### config.mk
export PLATFORM = sky130hd
export DESIGN_NAME = dcb_word_framer
export DESIGN_NICKNAME = d
export VERILOG_FILES = /design/src/rtl/dcbf_pkg.sv /design/src/rtl/dcbf_delay.sv /design/src/rtl/dcbf_ctl_map.sv /design/src/rtl/dcbf_balance.sv /design/src/rtl/dcbf_shift.sv /design/src/rtl/dcb_word_framer.sv
export SDC_FILE = /design/constraint.sdc
export NUM_CORES = 1
export LEC_CHECK = 0
export CORE_AREA = 5 5 105 107
export CTS_CLUSTER_SIZE = 10
export DETAILED_ROUTE_END_ITERATION = 10
export DIE_AREA = 0 0 110 112
export PLACE_DENSITY = 0.92
export SYNTH_ARGS = -nofsm -noshare
export SYNTH_HDL_FRONTEND = slang
export SYNTH_HIERARCHICAL = 1
export SYNTH_SLANG_ARGS = --single-unit
### constraint.sdc
create_clock -name clk -period 18.1 [get_ports clk]
set_clock_uncertainty 0.1 [all_clocks]
set_input_delay 3.62 -clock clk [delete_from_list [all_inputs] [get_ports clk]]
set_output_delay 3.62 -clock clk [all_outputs]
set_load 0.005 [all_outputs]
### src/rtl/dcbf_pkg.sv
package dcbf_pkg;
    localparam int VID_W    = 18;
    localparam int CTL_W    = 9;
    localparam int TRIP_N   = 5;
    localparam int TRIP_REP = 3;
    localparam int MAP_W    = TRIP_N * TRIP_REP + (CTL_W - TRIP_N);
    localparam int WORD_W   = VID_W + 2;
    localparam int CNT_W    = $clog2(WORD_W);
    localparam int DISP_W   = $clog2(WORD_W) + 2;

    // Fixed boundary markers: ten ones each, bits[1:0]=00 and bits[3:1] not uniform.
    localparam logic [WORD_W-1:0] MARK_OPEN  = 20'hF1E84;
    localparam logic [WORD_W-1:0] MARK_CLOSE = 20'h0F0FC;

    typedef enum logic [1:0] {
        K_CTL   = 2'd0,
        K_VID   = 2'd1,
        K_OPEN  = 2'd2,
        K_CLOSE = 2'd3
    } wkind_e;

    typedef struct packed {
        logic             de;
        logic [VID_W-1:0] vid;
        logic [CTL_W-1:0] ctl;
    } px_t;

    function automatic logic signed [DISP_W-1:0] word_disp(input logic [WORD_W-1:0] w);
        int n;
        n = 0;
        for (int i = 0; i < WORD_W; i++) n += int'(w[i]);
        return DISP_W'(2 * n - WORD_W);
    endfunction
endpackage

### src/rtl/dcbf_delay.sv
module dcbf_delay
    import dcbf_pkg::*;
(
    input  logic clk,
    input  logic rst,
    input  logic tick,
    input  px_t  in_px,
    output px_t  cur,
    output logic nxt_de,
    output logic prev1_de,
    output logic prev2_de
);
    px_t stage1;
    px_t stage2;
    logic p1, p2;

    always_ff @(posedge clk) begin
        if (rst) begin
            stage1 <= '0;
            stage2 <= '0;
            p1     <= 1'b0;
            p2     <= 1'b0;
        end else if (tick) begin
            stage1 <= in_px;
            stage2 <= stage1;
            p1     <= stage2.de;
            p2     <= p1;
        end
    end

    assign cur      = stage2;
    assign nxt_de   = stage1.de;
    assign prev1_de = p1;
    assign prev2_de = p2;
endmodule

### src/rtl/dcbf_ctl_map.sv
module dcbf_ctl_map
    import dcbf_pkg::*;
(
    input  logic             clk,
    input  logic             rst,
    input  logic             tick,
    input  logic             take,
    input  logic [CTL_W-1:0] ctl_now,
    output logic [MAP_W-1:0] mapped
);
    logic [CTL_W-1:0] held;
    logic [CTL_W-1:0] eff;

    assign eff = take ? ctl_now : held;

    always_ff @(posedge clk) begin
        if (rst)               held <= '0;
        else if (tick && take) held <= ctl_now;
    end

    for (genvar i = 0; i < TRIP_N; i++) begin : g_trip
        assign mapped[i*TRIP_REP +: TRIP_REP] = {TRIP_REP{eff[i]}};
    end
    for (genvar i = TRIP_N; i < CTL_W; i++) begin : g_single
        assign mapped[TRIP_N*TRIP_REP + (i - TRIP_N)] = eff[i];
    end
endmodule

### src/rtl/dcbf_balance.sv
module dcbf_balance
    import dcbf_pkg::*;
(
    input  logic              clk,
    input  logic              rst,
    input  logic              tick,
    input  wkind_e            kind,
    input  logic [VID_W-1:0]  vid,
    input  logic [MAP_W-1:0]  mapped,
    output logic [WORD_W-1:0] enc
);
    logic signed [DISP_W-1:0] rd;
    logic signed [DISP_W-1:0] d;
    logic signed [DISP_W-1:0] step;
    logic [WORD_W-1:0] raw;
    logic inv;

    always_comb begin
        unique case (kind)
            K_VID:   raw = {vid, 1'b1, 1'b0};
            K_CTL:   raw = {mapped, 1'b0};
            K_OPEN:  raw = MARK_OPEN;
            default: raw = MARK_CLOSE;
        endcase
        d    = word_disp(raw);
        inv  = ((kind == K_VID) || (kind == K_CTL)) && (rd != '0) && (d != '0)
               && (rd[DISP_W-1] == d[DISP_W-1]);
        enc  = inv ? ~raw : raw;
        step = inv ? -d : d;
    end

    always_ff @(posedge clk) begin
        if (rst)       rd <= '0;
        else if (tick) rd <= rd + step;
    end
endmodule

### src/rtl/dcbf_shift.sv
module dcbf_shift
    import dcbf_pkg::*;
(
    input  logic              clk,
    input  logic              rst,
    input  logic              bit_en,
    input  logic [WORD_W-1:0] enc,
    output logic              tick,
    output logic [WORD_W-1:0] word_out,
    output logic              ser_out,
    output logic              word_start
);
    localparam logic [CNT_W-1:0] LAST = CNT_W'(WORD_W - 1);

    logic [CNT_W-1:0]  bit_cnt;
    logic [WORD_W-1:0] shreg;

    assign tick = bit_en && (bit_cnt == LAST);

    always_ff @(posedge clk) begin
        if (rst) begin
            bit_cnt  <= LAST;
            shreg    <= '0;
            word_out <= '0;
        end else if (tick) begin
            bit_cnt  <= '0;
            shreg    <= enc;
            word_out <= enc;
        end else if (bit_en) begin
            bit_cnt  <= bit_cnt + 1'b1;
            shreg    <= {1'b0, shreg[WORD_W-1:1]};
        end
    end

    assign ser_out    = shreg[0];
    assign word_start = (bit_cnt == '0);
endmodule

### src/rtl/dcb_word_framer.sv
module dcb_word_framer
    import dcbf_pkg::*;
(
    input  logic              clk,
    input  logic              rst,
    input  logic              bit_en,
    input  logic              de_in,
    input  logic [VID_W-1:0]  vid_in,
    input  logic [CTL_W-1:0]  ctl_in,
    output logic [WORD_W-1:0] word_out,
    output logic              ser_out,
    output logic              word_start
);
    logic tick;
    px_t  in_px, cur;
    logic nxt_de, prev1_de, prev2_de;
    logic take;
    wkind_e kind;
    logic [MAP_W-1:0]  mapped;
    logic [WORD_W-1:0] enc;

    assign in_px = {de_in, vid_in, ctl_in};

    dcbf_delay u_delay (
        .clk(clk), .rst(rst), .tick(tick), .in_px(in_px),
        .cur(cur), .nxt_de(nxt_de), .prev1_de(prev1_de), .prev2_de(prev2_de)
    );

    // Guard window: two slots either side of any video slot.
    assign take = !(cur.de | nxt_de | de_in | prev1_de | prev2_de);

    always_comb begin
        if (cur.de)        kind = K_VID;
        else if (nxt_de)   kind = K_OPEN;
        else if (prev1_de) kind = K_CLOSE;
        else               kind = K_CTL;
    end

    dcbf_ctl_map u_map (
        .clk(clk), .rst(rst), .tick(tick), .take(take),
        .ctl_now(cur.ctl), .mapped(mapped)
    );

    dcbf_balance u_bal (
        .clk(clk), .rst(rst), .tick(tick), .kind(kind),
        .vid(cur.vid), .mapped(mapped), .enc(enc)
    );

    dcbf_shift u_shift (
        .clk(clk), .rst(rst), .bit_en(bit_en), .enc(enc), .tick(tick),
        .word_out(word_out), .ser_out(ser_out), .word_start(word_start)
    );
endmodule

== After elaboration in Yosys (flattened, before gate mapping) ==
Cells that the tools add are included.

* Bits in registers: 119
* Logic and storage cells: 70
* Output and inout bits: 22

* Equal/unequal tests: 4
* Mux-type cells: 11
* Bitwise operators: 5
* Reductions and logical operators: 13
* $add $sub $neg: 23

{| class="wikitable"
|+ Operators by type and width
! kind !! number
|-
| adder 6 x 2 -> 6 bit || 18
|-
| 2-to-1 mux 20 bit || 3
|-
| case mux 20 bit (3 select lines) || 1
|-
| inverter 20 bit || 1
|-
| nonzero test 7 bit || 2
|-
| 2-to-1 mux 5 bit || 2
|-
| 2-to-1 mux 9 bit || 1
|-
| adder 7 bit || 1
|-
| 2-to-1 mux 7 bit || 1
|-
| negator 7 bit || 1
|-
| subtractor 7 x 6 -> 7 bit, second input constant || 1
|-
| 2-to-1 mux 2 bit || 3
|-
| adder 5 x 1 -> 5 bit, second input constant || 1
|-
| == test 5 bit, second input constant || 1
|-
| logical AND 1 bit || 5
|-
| logical NOT 5 bit || 1
|-
| OR 1 bit || 4
|-
| adder 1 x 1 -> 2 bit || 1
|-
| == test 2 x 1 -> 1 bit, second input constant || 1
|-
| == test 2 bit, second input constant || 1
|-
| logical NOT 2 bit || 1
|-
| nonzero test 2 bit || 1
|-
| OR reduction 2 bit || 1
|-
| == test 1 bit || 1
|-
| 2 further kinds || 2
|}

== Depth between registers and ports, before layout ==
Gate-level depths: netlist of run 1.

* Word-level depth: 31
* Mapped depth: 31

== Modules after synthesis ==
The synthesis of run 1 kept the hierarchy.

{| class="wikitable"
|+ By module, submodules not included
! module !! cells each !! seq. area each (sq um) !! times used !! area an instance (sq um)
|-
| dcbf_delay || 187 || 1,161.1 || 1 || 2,072.0
|-
| dcbf_shift || 148 || 900.9 || 1 || 1,687.9
|-
| dcbf_balance || 204 || 120.1 || 1 || 1,660.3
|-
| dcbf_ctl_map || 61 || 180.2 || 1 || 641.9
|-
| dcb_word_framer || 5 || 0.0 || 1 || 46.3
|}

== Worst setup path before layout of run 1 ==
Ideal clock, no wire load.

* Path type: input to register
* From: input de_in
* To: register u_bal.rd[6]
* Slack: 6.306 ns
* Arrival: 11.614 ns
* Stages on the path: 29
* Path buffers: 2
* Cells stage by stage: nor4b_4 -> buf_6 -> mux2_2 -> buf_4 -> nor2b_1 -> a211o_1 -> fa_1 -> fa_1 -> inv_1 -> fa_1 -> inv_1 -> fa_1 -> inv_1 -> fa_1 -> fa_1 -> fa_1 -> inv_1 -> ha_1 -> nand2b_1 -> o21ai_0 -> a211oi_2 -> o21ai_2 -> mux2_2 -> ha_1 -> a211o_1 -> a21o_1 -> a21o_1 -> or4_1 -> a41oi_1

* Cells in the longest elaborated chain, start to end: 30

{| class="wikitable"
|+ Ends and longest elaborated chain
! what !! RTL line !! RTL
|-
| start: declaration || dcb_word_framer.sv:7 || <nowiki>input logic de_in,</nowiki>
|-
| OR 1 bit (*) (3 in series) || dcb_word_framer.sv:30 || <nowiki>assign take = !(cur.de | nxt_de | de_in | prev1_de | prev2_de);</nowiki>
|-
| 2-to-1 mux 9 bit (*) || dcbf_ctl_map.sv:14 || <nowiki>assign eff = take ? ctl_now : held;</nowiki>
|-
| via mapped[0] || dcb_word_framer.sv:19 || <nowiki>logic [MAP_W-1:0] mapped;</nowiki>
|-
| case mux 20 bit (3 select lines) (*) || dcbf_balance.sv:19 || <nowiki>unique case (kind)</nowiki>
|-
| adder 1 x 1 -> 2 bit || dcbf_pkg.sv:31 || <nowiki>for (int i = 0; i < WORD_W; i++) n += int'(w[i]);</nowiki>
|-
| adder 6 x 2 -> 6 bit || dcbf_pkg.sv:31 ||
|-
| adder 6 x 2 -> 6 bit (*) (17 in series) || dcbf_pkg.sv:31 ||
|-
| subtractor 7 x 6 -> 7 bit (*) || dcbf_pkg.sv:32 || <nowiki>return DISP_W'(2 * n - WORD_W);</nowiki>
|-
| branches (longest 3 deep; another with negator 7 bit) || -- ||
|-
| 2-to-1 mux 7 bit (*) || dcbf_balance.sv:29 || <nowiki>step = inv ? -d : d;</nowiki>
|-
| adder 7 bit (*) || dcbf_balance.sv:34 || <nowiki>else if (tick) rd <= rd + step;</nowiki>
|-
| end signal: assignment || dcbf_balance.sv:34 ||
|-
| end: declaration || dcbf_balance.sv:12 || <nowiki>logic signed [DISP_W-1:0] rd;</nowiki>
|}

Mark *: on every way through the listed nets, which the timed path passes.
A chain may end at the register's enable or synchronous reset.

== Worst setup path in the final report of run 1 ==
Ends and elaborated chain as after synthesis.

==> results.md, run 1 <==
- Status: finished, final reports clean
- Distinct cells, synth: 59
- Die area: between 10000 and 15000 sq um
- Slew of the pin with the lowest slew margin: ~1.2 ns
- Via count: about 4.4k
- Cell Area, Synth: approximately 6000 sq um
- Setup CP Type: in2reg
- Final setup viols: 0
- Dpl cells: between 700 and 800
- RSZ-0062 raised after global routing: no
- CTS clk-pin slew, worst paths: around 0.06 ns
- Total clock buffers created by CTS: 17
- Die Span X: around 110 um
- Final critical-path share of the clock period: 0.726
- CP max stage cell: o21ai_2
- Post-synth ARST share: 0
- Initial antenna violation count: 0
- Crit Path Max Fanout: 27
- Total setup buffers inserted after CTS: 0
- ANT cells: 0
- DR WL/cell: about 16 um
- Tot GR Track Use: 0.222
- R2r startpoint: u_delay/prev1_de
- P_sw: 269 uW
- Lkg Pwr: about 2.9 nW
- Largest area contributor in the netlist: dfxtp_1
- Most used cell, CP: fa_1
- Die extent in y: around 110 um
- Port Buffers: 52
- Setup TNS: 0 ns
- # IOs: between 50 and 60
- Layout area overhead: 15.5%
- Worst path top cell family by delay: adder cells
- Nets: roughly 690
- Gr ovfl total: 0
- Worst Path Buf+Inv: 6
- Crit path launch type: primary input
- Sequential fraction of the synthesis area: 0.387
- Routability Congestion: 0.887
- Worst Setup End Kind: flip-flop
- Tmin final: 13.14 ns
- Post-DP HPWL: approximately 8800 um
- Pins Over Slew Limit: 0
- Final WL: approximately 13000 um
- Yosys top cell area share: 0.387
- Core area: about 10000 sq um
- Vias in the first global route: about 4.6k
- 1st-iter DRT viols: between 300 and 400
- Syn Nets: about 670
- Critical path required time: 18.44 ns
- Worst Path Arrival: ~13 ns
- Post-Layout Cell Count: 780
- Fillers: a little under 700
- Internal Power: between 500 and 600 uW
- Hold slack: 0.360 ns
- Worst reg2reg path depth: 29
- Largest net degree at the start of global routing: between 80 and 90
- Hold Violations, Final: 0
- Clock latency on the worst-skew pair: around 0.53 ns
- Remaining DRCs: 0
- Sequential power share: 0.340
- Max H-tree Level: 4
- TritonCTS Sinks: approximately 120
- Post-synth top flop: dfxtp_1
- Clk root buf: clkbuf_8
- Fmax: ~76 MHz
- Design area: slightly above 7000 sq um
- Max-cap violations: 0
- Clock power frac: 0.388
- Pre-antenna DRT Iters: 5
- Worst hold start: u_shift/word_out[2]
- YS warnings: 6
- Slew margin rel.: 0.195
- CTS tree: built
- Switch share: 0.313
- Number of synthesized flops with an enable pin: 0
- Worst IR Drop VDD: about 66 uV
- FF-to-FF End: u_bal/rd[6]
- Cell Area, Placed: about 6500 sq um
- Row cnt: 37
- Syn avg cell area: a little over 10 sq um
- Synth area leaders: dfxtp_1, mux2i_1, nor2_1, fa_1, ha_1
- Via-per-instance ratio: roughly 5.7
- PD cells: roughly 120 nW/um^2
- Initial core utilization: 0.608
- First-pass GRT wire length: between 20000 and 25000 um
- Hold Path Sink: u_shift/word_out[2]
- Hold Path Class: reg2reg
- Internal reg-to-reg setup slack: around 8 ns
- Max Buffers Root-to-Sink: 2
- Hold path cells: 1
- #FFs+latches synth: roughly 120
- Mapped Cells: approximately 610
- Antenna viol nets, final: 0
- Number of hold buffers added after cts: 0
- Post-CTS Resized: 0
- Slowest cell delay on critical path: a little over 0.9 ns
- Worst Setup SP: de_in
- Final core occ: 0.703
- Layout cells sized above 1: 0.120
- Comb power frac: 0.273
==> synth_stat cells, types with 2 or more instances <==
cell / instances
dfxtp_1: 118
nor2_1: 91
mux2i_1: 66
nand2_1: 21
a221o_1: 19
xnor2_1: 19
and3_1: 18
inv_1: 18
buf_4: 17
a22o_1: 16
ha_1: 16
fa_1: 14
clkbuf_1: 13
o21ai_0: 13
a21oi_1: 12
nand3_1: 11
a21o_1: 10
a21oi_2: 10
buf_6: 10
a21bo_1: 9
mux2_2: 8
buf_2: 7
xor2_1: 7
nor2b_1: 5
a211oi_1: 4
o21a_1: 4
a211o_1: 3
nand2b_1: 3
nor3_1: 3
a211oi_2: 2
a21oi_4: 2
and2_1: 2
buf_12: 2
buf_8: 2
mux2_4: 2
nand4_1: 2
o2111ai_1: 2
o211ai_1: 2
xor2_2: 2
==> cell usage in the layout, fill, tap and decap left out, types with 3 or more instances in the layout <==
| cell | Yosys | final |
|---|---|---|
| a211o_1 | 3 | 3 |
| a211oi_1 | 4 | 4 |
| a21bo_1 | 9 | 9 |
| a21o_1 | 10 | 10 |
| a21oi_1 | 12 | 12 |
| a21oi_2 | 10 | 10 |
| a221o_1 | 19 | 19 |
| a22o_1 | 16 | 16 |
| and3_1 | 18 | 18 |
| buf_4 | 17 | 6 |
| clkbuf_16 | 0 | 16 |
| clkbuf_8 | 0 | 4 |
| clkdlybuf4s50_1 | 0 | 51 |
| clkinvlp_4 | 0 | 3 |
| dfxtp_1 | 118 | 118 |
| fa_1 | 14 | 14 |
| ha_1 | 16 | 16 |
| inv_1 | 18 | 18 |
| inv_6 | 0 | 5 |
| mux2_2 | 8 | 8 |
| mux2i_1 | 66 | 66 |
| nand2_1 | 21 | 21 |
| nand2b_1 | 3 | 3 |
| nand3_1 | 11 | 11 |
| nor2_1 | 91 | 91 |
| nor2b_1 | 5 | 5 |
| nor3_1 | 3 | 3 |
| o21a_1 | 4 | 4 |
| o21ai_0 | 13 | 13 |
| xnor2_1 | 19 | 19 |
| xor2_1 | 7 | 7 |
==> layout make-up <==
| class | instances | area, sq um | area share |
|---|---|---|---|
| Inverter | 18 | 67.6 | 0.00957 |
| Clock inverter | 12 | 140 | 0.0199 |
| Clock buffer | 20 | 455 | 0.0645 |
| Sequential cell | 118 | 2360 | 0.335 |
| Multi-Input combinational cell | 418 | 3300 | 0.468 |
| Tap cell | 136 | 170 | 0.0241 |
| Timing Repair Buffer | 58 | 561 | 0.0794 |
==> worst register-to-register path, delay by kind of cell, from the launching register on <==
kind	cells	cell delay, ns
simple gates	5	1.15
flops	1	0.34
mux	2	0.87
compound gates	8	2.55
fa+ha+maj	9	4.32
buf+inv	5	0.60
==> power groups by stage <==
stage               registers, mW  logic (mW)  clock network [mW]
floorplan                   0.293       0.195                   0
global placement            0.296       0.219                   0
detailed placement          0.297       0.233                   0
CTS                         0.292       0.234               0.339
global route                0.295       0.262               0.351
finish                      0.292       0.235               0.333
==> worst max-delay path by stage <==
stage	cells after the start	slack [ns]	end
floorplan	29	6.31	u_bal/rd[6]
global placement	29	4.84	u_bal/rd[6]
detailed placement	29	4.49	u_bal/rd[6]
CTS	29	5.04	u_bal/rd[6]
global route	30	4.55	u_bal/rd[6]
finish	29	4.96	u_bal/rd[6]
==> cells by family after synthesis <==
| group | count (synthesis) | synth area share |
|---|---|---|
| AO/OA/AOI/OAI | 119 | 0.160 |
| XOR/XNOR | 29 | 0.0453 |
| adder cells (fa/ha/maj) | 30 | 0.0787 |
| buffers and inverters | 69 | 0.0756 |
| flip-flops | 118 | 0.387 |
| multiplexers | 76 | 0.128 |
| AND/OR/NAND/NOR | 164 | 0.126 |
==> metrics by stage <==
step / setup slack [ns] / total power, mW
after detailed placement: 4.49 / 0.530
after global placement: 4.84 / 0.515
final: 4.96 / 0.860
after CTS: 5.04 / 0.865
after floorplan: 6.31 / 0.488
after global routing: 4.55 / 0.907
==> layer usage <==
metal / wire, um / vias up / track usage
met5: 0 / - / 0
met4: 248 / 0 / 0.0840
met3: 714 / 21 / 0.0591
met2: 6340 / 131 / 0.361
met1: 5390 / 2134 / 0.280
li1: - / 2161 / -
==> registers in the layout (all words and copies together), names as in the netlist <==
name	flops
u_delay/stage1	27
u_shift/shreg	20
u_delay/prev1_de	1
u_delay/prev2_de	1
u_map/held	9
u_delay/nxt_de	1
u_bal/rd	6
u_delay/cur	28
u_shift/bit_cnt	5
u_shift/word_out	20
(Power assumes the default switching activity.)
==> inputs of run 2 (changes only) <==
--- a/config.mk
+++ b/config.mk
@@ -5,11 +5,11 @@
 export SDC_FILE = /design/constraint.sdc
 export NUM_CORES = 1
 export LEC_CHECK = 0
-export CORE_AREA = 5 5 105 107
+export CORE_AREA = 5 5 115 117
 export CTS_CLUSTER_SIZE = 10
 export DETAILED_ROUTE_END_ITERATION = 10
-export DIE_AREA = 0 0 110 112
-export PLACE_DENSITY = 0.92
+export DIE_AREA = 0 0 120 122
+export PLACE_DENSITY = 0.82
 export SYNTH_ARGS = -nofsm -noshare
 export SYNTH_HDL_FRONTEND = slang
 export SYNTH_HIERARCHICAL = 1
==> constraint.sdc (replaced) <==
create_clock -name clk -period 10.84 [get_ports clk]
set_clock_uncertainty 0.1 [all_clocks]
set_input_delay 2.168 -clock clk [delete_from_list [all_inputs] [get_ports clk]]
set_output_delay 2.168 -clock clk [all_outputs]
set_load 0.005 [all_outputs]
==> run 2 against run 1 <==
  * Sequential power increased by 67%
  * Largest power group unchanged
  * First-iteration DRC count decreased by 32%
  * Core utilization decreased by 12 points
  * Cell area increased by 0.83%
  * Hold slack got worse by 0.0086 ns
  * Die area increased by 19%
  * Critical endpoint unchanged
  * Clock power increased by 65%
  * Highest routed layer unchanged
==> results.md, run 2 (synthesis results as in run 1) <==
- Status: finished, final reports clean
- TritonCTS Sinks: 118 (unchanged)
- PD cells: 203 nW/um^2 (+66%)
- Internal reg-to-reg setup slack: 2.15 ns (-5.94 ns)
- Gr ovfl total: 0 (unchanged)
- Die Span X: 120 um (+9.1%)
- Slew of the pin with the lowest slew margin: 1.18 ns (-0.0228 ns)
- First-pass GRT wire length: 21600 um (-0.95%)
- Max H-tree Level: 4 (unchanged)
- Clock latency on the worst-skew pair: 0.41 ns (-0.12 ns)
- Total clock buffers created by CTS: 17 (unchanged)
- ANT cells: 0 (unchanged)
- Worst Setup End Kind: flip-flop
- Setup CP Type: in2reg
- Worst IR Drop VDD: 125 uV (+89%)
- Initial antenna violation count: 0 (unchanged)
- Nets: 698 (+0.87%)
- Clk root buf: clkbuf_16
- Most frequent cells in the layout: dfxtp_1, nor2_1, mux2i_1
- Largest net degree at the start of global routing: 85 (unchanged)
- Post-Place Worst Slack: -0.116 ns (-4.60 ns)
- Tmin final: between 10 and 15 ns
- Post-DP HPWL: 8980 um (+1.9%)
- Hold Violations, Final: 0 (unchanged)
- Via count: 4504 (+1.3%)
- Worst hold start: u_shift/word_out[1]
- 1st-iter DRT viols: 260 (-32%)
- Crit path launch type: primary input
- Initial core utilization: 0.498 (-0.110)
- Die area: 14600 sq um (+19%)
- Layout cells sized above 1: 0.123 (+0.00351)
- FF-to-FF End: u_bal/rd[6]
- Pins Over Slew Limit: 0 (unchanged)
- Hold Path Sink: u_shift/word_out[1]
- Max Buffers Root-to-Sink: 2 (unchanged)
- Number of hold buffers added after cts: 0 (unchanged)
- Fmax: approximately 96 MHz
- Max FFs per register: 28 (unchanged)
- Critical path required time: 11.07 ns (-7.37 ns)
- Die extent in y: 122 um (+8.9%)
- CTS tree: built
- Lkg Pwr: 2.94 nW (+1.2%)
- Slew margin rel.: 0.207 (+0.0124)
- Layout area overhead: 16.5%
- Final setup viols: 0 (unchanged)
- Final critical-path share of the clock period: 0.965
- DR WL/cell: 16.2 um (-0.66%)
- Row cnt: 41 (+11%)
- Worst Path Arrival: 10.69 ns (-2.79 ns)
- Hold Path Class: reg2reg
- Commonest non-fill, non-tap cell in the layout: dfxtp_1
- Tot GR Track Use: 0.185 (-0.0375)
- Hold path cells: 1 (unchanged)
- R2r startpoint: u_delay/prev1_de
- Final core occ: 0.580 (-0.122)
- Antenna viol nets, final: 0 (unchanged)
- Final WL: 12900 um (+1.9%)
- Pre-antenna DRT Iters: 5 (unchanged)
- Vias in the first global route: 4419 (-3.0%)
- # IOs: 53 (unchanged)
- Remaining DRCs: 0 (unchanged)
- Via-per-instance ratio: 5.63 (-1.3%)
- Final worst slack: 0.380 ns (-4.58 ns)
- RSZ-0062 raised after global routing: no
- Worst reg2reg path depth: 28 (-3.4%)
- Core area: 12300 sq um (+22%)
- Setup TNS: 0 ns (unchanged)
- CTS clk-pin slew, worst paths: 0.05 ns (about the same)
- Routability Congestion: 0.824 (-7.2%)
- Max-cap violations: 0 (unchanged)
- Overall power: 1.44 mW (+68%)
- Crit Path Max Fanout: 5 (-81%)
- Port Buffers: 52 (unchanged)
run 2: repair_timing:
action	4_1_cts	5_1_grt
endpoints found under the hold margin	0	0
resized for setup	0	2
endpoints found under the setup margin	0	1
setup buffers	0	0
run 2: report_power, final:
group          leakage, nW  internal (mW)  switching (mW)
Sequential           0.956          0.464          0.0234
Clock                0.290          0.361           0.190
Combinational         1.70          0.181           0.224
Total                 2.94           1.01           0.437
run 2: how the worst max path moves through the flow:
stage                     depth (start not counted)           to  start
after detailed placement                         29  u_bal/rd[6]  de_in
final                                            28  u_bal/rd[6]  de_in
after global placement                           28  u_bal/rd[6]  de_in
after CTS                                        29  u_bal/rd[6]  de_in
after global routing                             28  u_bal/rd[6]  de_in
after floorplan                                  29  u_bal/rd[6]  de_in
run 2: metal layers:
layer	routed length, um	track usage
met1	6090	0.243
met2	5900	0.290
met3	669	0.0432
met4	267	0.0866
met5	0	0
run 2: critical path: stages:
cell and delay (ns):
clkdlybuf4s50_1 0.46, nor4b_4 0.38, mux2_2 0.41, nor2b_1 0.14
a211o_1 0.33, fa_1 0.50, fa_1 0.54, inv_1 0.05
fa_1 0.52, inv_1 0.05, fa_1 0.53, inv_1 0.05
fa_1 0.51, fa_1 0.47, fa_1 0.43, xor2_2 0.17
ha_1 0.32, nand2b_1 0.22, a21oi_1 0.20, a211oi_2 0.08
o21ai_2 0.15, mux2_2 0.38, ha_1 0.29, a211o_1 0.30
a21o_1 0.18, a21o_1 0.22, or4_1 0.41, a41oi_1 0.21
run 2: cell type report:
cell class                 count  area [sq um]
clock buffer                  24           492
timing repair buffer          64           609
inverter                      18          67.6
tap                          150           188
multi-input combinational    418          3300
clock inverter                 8          96.3
sequential                   118          2360
fill                        1007          5140
run 2: metrics by stage:
| stage | hold WS [ns] | area [sq um] | instances |
|---|---|---|---|
| after floorplan | 0.326 | 6110 | 605 |
| after CTS | 0.355 | 7110 | 800 |
| final | 0.352 | 7120 | 800 |
| after global placement | 0.336 | 6530 | 768 |
| after detailed placement | 0.343 | 6530 | 768 |
| after global routing | 0.390 | 7120 | 800 |
